File: config.mk
export PLATFORM = sky130hd
export DESIGN_NAME = paired_tlb
export DESIGN_NICKNAME = d
export VERILOG_FILES = /design/src/rtl/ptlb_pkg.sv /design/src/rtl/ptlb_store.sv /design/src/rtl/ptlb_match.sv /design/src/rtl/ptlb_repl.sv /design/src/rtl/paired_tlb.sv
export SDC_FILE = /design/constraint.sdc
export NUM_CORES = 2
export LEC_CHECK = 0
export BUFFER_PORTS_ARGS = -buffer_cell sky130_fd_sc_hd__buf_2
export CAP_MARGIN = 20
export CORE_MARGIN = 1
export CORE_UTILIZATION = 30
export CTS_BUF_LIST = sky130_fd_sc_hd__clkbuf_16
export CTS_CLUSTER_DIAMETER = 100
export DETAILED_ROUTE_END_ITERATION = 16
export MAX_ROUTING_LAYER = met4
export PLACE_DENSITY = 0.52
export SYNTH_ARGS = -nofsm -noshare
export SYNTH_HDL_FRONTEND = slang
export SYNTH_SLANG_ARGS = --single-unit
File: constraint.sdc
create_clock -name clk -period 51.5 [get_ports clk]
set_input_delay 10.3 -clock clk [delete_from_list [all_inputs] [get_ports clk]]
set_output_delay 10.3 -clock clk [all_outputs]
set_load 0.02 [all_outputs]
File: src/rtl/ptlb_pkg.sv
// Shared constants and types for the paired-page translation buffer.
// Assumes a 32-bit virtual address, 4 KiB minimum page and 8-bit ASID.
package ptlb_pkg;
    localparam int VA_W    = 32;
    localparam int ASID_W  = 8;
    localparam int PMASK_W = 12;
    localparam int PAIR_LSB = 13;
    localparam int VPN2_W  = VA_W - PAIR_LSB;
    localparam int PFN_W   = 20;
    localparam int PAGE_LSB = 12;

    typedef enum logic [2:0] {
        EXC_NONE      = 3'd0,
        EXC_REFILL_LD = 3'd1,
        EXC_REFILL_ST = 3'd2,
        EXC_INVAL_LD  = 3'd3,
        EXC_INVAL_ST  = 3'd4,
        EXC_MODIFY    = 3'd5
    } tlb_exc_e;

    typedef struct packed {
        logic [PFN_W-1:0] pfn;
        logic             valid;
        logic             dirty;
    } tlb_half_t;

    typedef struct packed {
        logic               present;
        logic [VPN2_W-1:0]  vpn2;
        logic [ASID_W-1:0]  asid;
        logic               global_map;
        logic [PMASK_W-1:0] pmask;
        tlb_half_t          even;
        tlb_half_t          odd;
    } tlb_slot_t;
endpackage

File: src/rtl/ptlb_store.sv
// Slot storage: N_ENTRIES registers written one per cycle.
// Assumes the writer keeps page masks as a low-aligned run of ones.
module ptlb_store
    import ptlb_pkg::*;
#(
    parameter int N_ENTRIES = 16,
    localparam int IDX_W = $clog2(N_ENTRIES)
) (
    input  logic             clk,
    input  logic             rst_n,
    input  logic             wr_en,
    input  logic [IDX_W-1:0] wr_idx,
    input  tlb_slot_t        wr_slot,
    output tlb_slot_t        slots [N_ENTRIES]
);
    for (genvar g = 0; g < N_ENTRIES; g++) begin : g_slot
        // Hold one slot; reset clears its present flag so it cannot match.
        always_ff @(posedge clk) begin
            if (!rst_n)
                slots[g] <= '0;
            else if (wr_en && wr_idx == IDX_W'(g))
                slots[g] <= wr_slot;
        end
    end
endmodule

File: src/rtl/ptlb_match.sv
// Parallel compare of one address against all slots, half select and
// physical address forming; lowest-numbered matching slot wins.
// Purely combinational.
module ptlb_match
    import ptlb_pkg::*;
#(
    parameter int N_ENTRIES = 16
) (
    input  logic [VA_W-1:0]   va,
    input  logic [ASID_W-1:0] asid,
    input  tlb_slot_t         slots [N_ENTRIES],
    output logic              hit_any,
    output tlb_half_t         sel_half,
    output logic [VA_W-1:0]   sel_pa
);
    logic [N_ENTRIES-1:0] hit_vec;
    tlb_half_t            half_vec [N_ENTRIES];
    logic [VA_W-1:0]      pa_vec   [N_ENTRIES];

    for (genvar g = 0; g < N_ENTRIES; g++) begin : g_cmp
        logic [VA_W-1:0]   off_mask;
        logic [VA_W-1:0]   sel_bit;
        logic [VPN2_W-1:0] cmp_mask;
        logic              odd;

        // Per-slot masks, match test and half selection.
        always_comb begin
            off_mask = {{(VA_W-PMASK_W-PAGE_LSB){1'b0}}, slots[g].pmask,
                        {PAGE_LSB{1'b1}}};
            sel_bit  = off_mask + VA_W'(1);
            cmp_mask = ~{{(VPN2_W-PMASK_W){1'b0}}, slots[g].pmask};
            odd      = |(va & sel_bit);
            hit_vec[g] = slots[g].present
                      && (((va[VA_W-1:PAIR_LSB] ^ slots[g].vpn2) & cmp_mask) == '0)
                      && (slots[g].global_map || slots[g].asid == asid);
            half_vec[g] = odd ? slots[g].odd : slots[g].even;
            pa_vec[g]   = ({half_vec[g].pfn, {PAGE_LSB{1'b0}}} & ~off_mask)
                        | (va & off_mask);
        end
    end

    // Priority pick: scan downward so the lowest matching slot is kept.
    always_comb begin
        hit_any  = 1'b0;
        sel_half = '0;
        sel_pa   = '0;
        for (int i = N_ENTRIES - 1; i >= 0; i--) begin
            if (hit_vec[i]) begin
                hit_any  = 1'b1;
                sel_half = half_vec[i];
                sel_pa   = pa_vec[i];
            end
        end
    end
endmodule

File: src/rtl/ptlb_repl.sv
// Replacement slot picker: a free-running 16-bit LFSR folded into
// [wired, N_ENTRIES). Assumes N_ENTRIES <= 65536.
module ptlb_repl #(
    parameter int N_ENTRIES = 16,
    localparam int IDX_W = $clog2(N_ENTRIES),
    localparam int LFSR_W = 16
) (
    input  logic             clk,
    input  logic             rst_n,
    input  logic [IDX_W-1:0] wired,
    output logic [IDX_W-1:0] pick
);
    logic [LFSR_W-1:0] lfsr;
    logic [IDX_W:0]    floor_c;
    logic [IDX_W:0]    span;
    logic [LFSR_W-1:0] folded;

    // Advance the Galois LFSR every cycle; never reaches zero.
    always_ff @(posedge clk) begin
        if (!rst_n)
            lfsr <= LFSR_W'(1);
        else
            lfsr <= {1'b0, lfsr[LFSR_W-1:1]} ^ (lfsr[0] ? 16'hB400 : 16'h0000);
    end

    // Clamp the floor below the table size and fold the LFSR into the span.
    always_comb begin
        floor_c = ({1'b0, wired} >= (IDX_W+1)'(N_ENTRIES))
                ? (IDX_W+1)'(N_ENTRIES - 1) : {1'b0, wired};
        span    = (IDX_W+1)'(N_ENTRIES) - floor_c;
        folded  = lfsr % LFSR_W'(span);
        pick    = IDX_W'(floor_c + (IDX_W+1)'(folded));
    end
endmodule

File: src/rtl/paired_tlb.sv
// Paired-page translation buffer top: registers one lookup response per
// request, classifies faults and captures fault state for the refill path.
// Assumes at most one request per cycle and a write not aimed at a slot
// being looked up in the same cycle (the lookup then sees the old slot).
module paired_tlb
    import ptlb_pkg::*;
#(
    parameter int N_ENTRIES = 16,
    localparam int IDX_W = $clog2(N_ENTRIES)
) (
    input  logic                clk,
    input  logic                rst_n,
    input  logic                wr_en,
    input  logic [IDX_W-1:0]    wr_idx,
    input  logic [18:0]         wr_vpn2,
    input  logic [7:0]          wr_asid,
    input  logic                wr_global,
    input  logic [11:0]         wr_pmask,
    input  logic [19:0]         wr_pfn_even,
    input  logic                wr_valid_even,
    input  logic                wr_dirty_even,
    input  logic [19:0]         wr_pfn_odd,
    input  logic                wr_valid_odd,
    input  logic                wr_dirty_odd,
    input  logic [7:0]          cur_asid,
    input  logic [IDX_W-1:0]    wired,
    input  logic                req_valid,
    input  logic                req_store,
    input  logic [31:0]         req_va,
    output logic                rsp_valid,
    output logic [2:0]          rsp_exc,
    output logic [31:0]         rsp_pa,
    output logic [31:0]         bad_va,
    output logic [31:0]         fault_hi,
    output logic [IDX_W-1:0]    repl_idx
);
    tlb_slot_t       wr_slot;
    tlb_slot_t       slots [N_ENTRIES];
    logic            hit_any;
    tlb_half_t       sel_half;
    logic [VA_W-1:0] sel_pa;
    logic [IDX_W-1:0] pick;
    tlb_exc_e        exc_next;

    // Gather the flat write-port fields into one slot record.
    always_comb begin
        wr_slot.present    = 1'b1;
        wr_slot.vpn2       = wr_vpn2;
        wr_slot.asid       = wr_asid;
        wr_slot.global_map = wr_global;
        wr_slot.pmask      = wr_pmask;
        wr_slot.even       = '{pfn: wr_pfn_even, valid: wr_valid_even, dirty: wr_dirty_even};
        wr_slot.odd        = '{pfn: wr_pfn_odd,  valid: wr_valid_odd,  dirty: wr_dirty_odd};
    end

    ptlb_store #(.N_ENTRIES(N_ENTRIES)) u_store (
        .clk(clk), .rst_n(rst_n), .wr_en(wr_en), .wr_idx(wr_idx),
        .wr_slot(wr_slot), .slots(slots)
    );

    ptlb_match #(.N_ENTRIES(N_ENTRIES)) u_match (
        .va(req_va), .asid(cur_asid), .slots(slots),
        .hit_any(hit_any), .sel_half(sel_half), .sel_pa(sel_pa)
    );

    ptlb_repl #(.N_ENTRIES(N_ENTRIES)) u_repl (
        .clk(clk), .rst_n(rst_n), .wired(wired), .pick(pick)
    );

    // Classify the lookup: miss, then invalid half, then clean-page store.
    always_comb begin
        if (!hit_any)
            exc_next = req_store ? EXC_REFILL_ST : EXC_REFILL_LD;
        else if (!sel_half.valid)
            exc_next = req_store ? EXC_INVAL_ST : EXC_INVAL_LD;
        else if (req_store && !sel_half.dirty)
            exc_next = EXC_MODIFY;
        else
            exc_next = EXC_NONE;
    end

    // Register the response for one cycle after each request.
    always_ff @(posedge clk) begin
        if (!rst_n) begin
            rsp_valid <= 1'b0;
            rsp_exc   <= EXC_NONE;
            rsp_pa    <= '0;
        end else begin
            rsp_valid <= req_valid;
            rsp_exc   <= req_valid ? exc_next : EXC_NONE;
            rsp_pa    <= (req_valid && exc_next == EXC_NONE) ? sel_pa : '0;
        end
    end

    // Capture fault state and a replacement slot on every exception.
    always_ff @(posedge clk) begin
        if (!rst_n) begin
            bad_va   <= '0;
            fault_hi <= '0;
            repl_idx <= '0;
        end else if (req_valid && exc_next != EXC_NONE) begin
            bad_va   <= req_va;
            fault_hi <= {req_va[VA_W-1:PAIR_LSB], {(PAIR_LSB-ASID_W){1'b0}}, cur_asid};
            repl_idx <= pick;
        end
    end

    // a response follows each request by exactly one cycle.
    a_r11_rsp_follows_req: assert property (@(posedge clk) disable iff (!rst_n)
        req_valid |=> rsp_valid);
    a_r11_idle_quiet: assert property (@(posedge clk) disable iff (!rst_n)
        !req_valid |=> (!rsp_valid && rsp_exc == 3'(EXC_NONE)));
    // a modify fault only ever answers a store.
    a_r6_modify_needs_store: assert property (@(posedge clk) disable iff (!rst_n)
        rsp_exc == 3'(EXC_MODIFY) |-> $past(req_store));
    // refill kind follows the request direction.
    a_r7_refill_store_kind: assert property (@(posedge clk) disable iff (!rst_n)
        rsp_exc == 3'(EXC_REFILL_ST) |-> $past(req_store));
    // fault capture holds across responses without an exception.
    a_r8_fault_hold: assert property (@(posedge clk) disable iff (!rst_n)
        rsp_exc == 3'(EXC_NONE) |-> ($stable(bad_va) && $stable(fault_hi) && $stable(repl_idx)));
    // a new replacement slot respects the wired floor.
    a_r9_repl_floor: assert property (@(posedge clk) disable iff (!rst_n)
        (rsp_exc != 3'(EXC_NONE) && $past(wired) < IDX_W'(N_ENTRIES - 1))
        |-> repl_idx >= $past(wired));
endmodule

==> summary.md <==
| Metric | Value |
|---|---|
| Share of cells above drive strength 1 | 0.0772 |
| Share of the synthesized area in the top cell type | 0.397 |
| Fmax | about 22 MHz |
| Worst setup SP type | primary input |
| RSZ-0062 raised after global routing | no |
| Syn Inst Count | between 9000 and 10000 |
| Register area share after synthesis | 0.397 |
| Nets | a little under 10000 |
| Layout area overhead | 10.9% |
| Crit path top cell by count | o21a_1 |
| Synthesized area | 0.0734 mm2 |
| Remaining Overflow, GRT | 0 |
| Final ANT Viol Nets | 0 |
| Cell taking the most area after synthesis | dfxtp_1 |
| Finished Core Util | 0.334 |
| Dpl hpwl | ~190000 um |
| Worst Path Required | around 52 ns |
| Die span in y | a little under 500 um |
| Final hold viol count | 0 |
| Critical path data arrival time | 46.00 ns |
| Total routing usage reported by global routing | 0.248 |
| Setup TNS | 0 ns |
| DP Worst Slack | around 5.3 ns |
| Vias in the first global route | between 60000 and 70000 |
| Core area | 0.243 mm2 |
| Least-Margin Pin Slew | approximately 1.2 ns |
| Skew-Pair Late Insertion Delay | 0.86 ns |
| Slew HR | 0.197 |
| First-pass GRT wire length | 441000 um |
| DRC Markers | 0 |
| Core Rows | ~180 |
| Max incr delay on CP | 0.85 ns |
| Initial Utilization | 0.302 |
| Routed WL per cell | between 20 and 25 um |
| Number of buffers created by CTS | 161 |
| Clock tree from TritonCTS | done |
| DRT Pass-1 Iters | 6 |
| Ranking of synthesized cells by area | dfxtp_1 (40%), nand2_1 (15%), a21oi_1 (11%) |
| CP Buf/Inv Count | 5 |
| Cell with the most instances after synthesis | nand2_1 |
| Hold crit path type | reg -> reg |
| Largest net degree at the start of global routing | between 200 and 250 |
| Port bufs | approximately 240 |
| H-tree levels | 4 |
| Horiz. Die Dim | a little under 500 um |
| Status | finished, final reports clean |
| Final GP Congestion | between 0.8 and 0.9 |
| Critical Path Slowest Stage Cell | a211oi_2 |
| Fin area | ~0.081 mm2 |
| Clock root buffer master | clkbuf_16 |
| CP Max Fanout | 17 |
| Family with the most delay on the worst path | compound AO/OA/AOI/OAI gates |
| Count of final max-slew check failures | 0 |
| Setup Viol. Count Final | 0 |
| Initial antenna violation count | between 40 and 50 |
| Final wirelength | between 300000 and 400000 um |
| #FFs+latches synth | roughly 1500 |
| Syn Area/Cell | between 7 and 8 um2 |
| Placed Area | roughly 0.076 mm2 |
| Setup bufs post-CTS | 0 |
| Max-cap violations | 0 |
| Yosys warnings | 0 |
| Post-CTS Resized | 0 |
| Initial drt markers | ~7600 |
| Routed vias | roughly 69000 |
| Crit end category | flip-flop |
| Post-CTS Hold Buffers | 0 |
| Final WS setup | ~6.3 ns |
| Ys async rst share | 0 |
| Clock Pin Slew Worst Setup and Hold Paths | 0.06 ns |
| DR vias/cell | around 5.4 |
| CTS Buffer Depth | 3 |
| Clock sinks | 1456 |
| Tmin final | about 45 ns |
| Period utilisation layout | 0.879 |
| Critical path class | in -> reg |
| Io pins | ~240 |
| Distinct cells, synth | 95 |
| Number of flops mapped to enable cells by yosys | 0 |
| Die footprint | around 0.25 mm2 |
| Post-synth top cells | nand2_1 (2908), a21oi_1 (1541), dfxtp_1 (1456), clkbuf_1 (809), xnor2_1 (554) |
| Layout Skew | around 0.062 ns |
| Synth Flop Type | dfxtp_1 |
[worst min-delay path: cells and delay by family (launching register included)]
| family | cells | cell delay (ns) |
|---|---|---|
| AOI/OAI and AO/OA | 1 | 0.05 |
| DFF | 1 | 0.30 |
| and+or+nand+nor | 1 | 0.05 |
[final timing paths]
check        slack, ns                       startpoint                         endpoint  cells after the start
max               6.25                         wired[0]         repl_idx[3]$_SDFFE_PN0P_                    142
min               0.45  u_store.slots[695]$_SDFFE_PN0P_  u_store.slots[695]$_SDFFE_PN0P_                      2
max reg2reg      17.25       u_repl.lfsr[15]$_SDFF_PN0_         repl_idx[3]$_SDFFE_PN0P_                    137
min reg2reg       0.45  u_store.slots[695]$_SDFFE_PN0P_  u_store.slots[695]$_SDFFE_PN0P_                      2
[routing by layer]
layer | routed length [um] | vias to the layer above | part of all wire | global-route usage
li1 | - | 32039 | - | -
met3 | 26200 | 515 | 0.085 | 0.0435
met4 | 11500 | 0 | 0.037 | 0.0939
met2 | 136000 | 2918 | 0.44 | 0.377
met5 | 0 | - | 0 | -
met1 | 132000 | 33325 | 0.43 | 0.325
[state kept, by name, summed over array words and instances, names as in the netlist]
signal	count
u_repl.lfsr	16
rsp_pa	32
u_store.slots	1360
bad_va	32
fault_hi	8
rsp_exc	3
repl_idx	4
rsp_valid	1
[placed cells by master (no fill, tap or decap), types with 13 or more instances in the layout]
| cell | netlist | final |
|---|---|---|
| a211oi_1 | 52 | 52 |
| nand2b_1 | 17 | 17 |
| or3_1 | 24 | 23 |
| nand4_1 | 101 | 101 |
| clkinv_1 | 0 | 45 |
| nand3_1 | 129 | 123 |
| clkinv_2 | 0 | 19 |
| and3_1 | 61 | 61 |
| a21o_1 | 16 | 16 |
| clkbuf_16 | 0 | 162 |
| diode_2 | 0 | 27 |
| buf_2 | 5 | 224 |
| o221ai_1 | 20 | 20 |
| nand2_1 | 2908 | 2899 |
| mux2i_1 | 409 | 409 |
| o22ai_1 | 106 | 106 |
| a31oi_1 | 13 | 13 |
| xor2_1 | 75 | 75 |
| a21oi_1 | 1541 | 1535 |
| mux2_2 | 73 | 73 |
| dfxtp_1 | 1456 | 1456 |
| xnor2_1 | 554 | 554 |
| nor4_1 | 42 | 42 |
| nor2_1 | 428 | 416 |
| a22oi_1 | 30 | 30 |
| and2_1 | 29 | 29 |
| nor3_1 | 58 | 54 |
| ha_1 | 92 | 92 |
| o211ai_1 | 153 | 153 |
| o21ai_0 | 166 | 165 |
| o21a_1 | 45 | 45 |
| inv_1 | 59 | 94 |
| buf_4 | 26 | 131 |
| a222oi_1 | 25 | 25 |
[through the flow]
step                      hold slack, ns  std cells
after detailed placement           0.446      12424
after global routing               0.464      12734
after global placement             0.438      12424
after floorplan                    0.430       9800
after CTS                          0.453      12709
final                              0.450      12737
[cells by family after synthesis]
kind of cell / Yosys count / share of synthesized area
compound gates: 2273 / 0.177
xor+xnor: 630 / 0.0754
fa+ha+maj: 94 / 0.0162
buf+inv: 997 / 0.0524
flops: 1456 / 0.397
mux: 487 / 0.0683
other cells: 1 / 0.0000511
simple gates: 3858 / 0.214
[area by class of cell]
cell class / count / area [um2]
timing repair buffer: 358 / 2170
tap: 3202 / 4010
clock buffer: 162 / 4050
clock inverter: 123 / 931
sequential: 1456 / 29100
inverter: 62 / 240
antenna: 27 / 67.6
multi-input combinational: 7347 / 40700
fill: 25505 / 162000
Power is left out: the tool's default activity adds up to more than one toggle a clock period on the data nets, which glitch-free logic cannot reach.
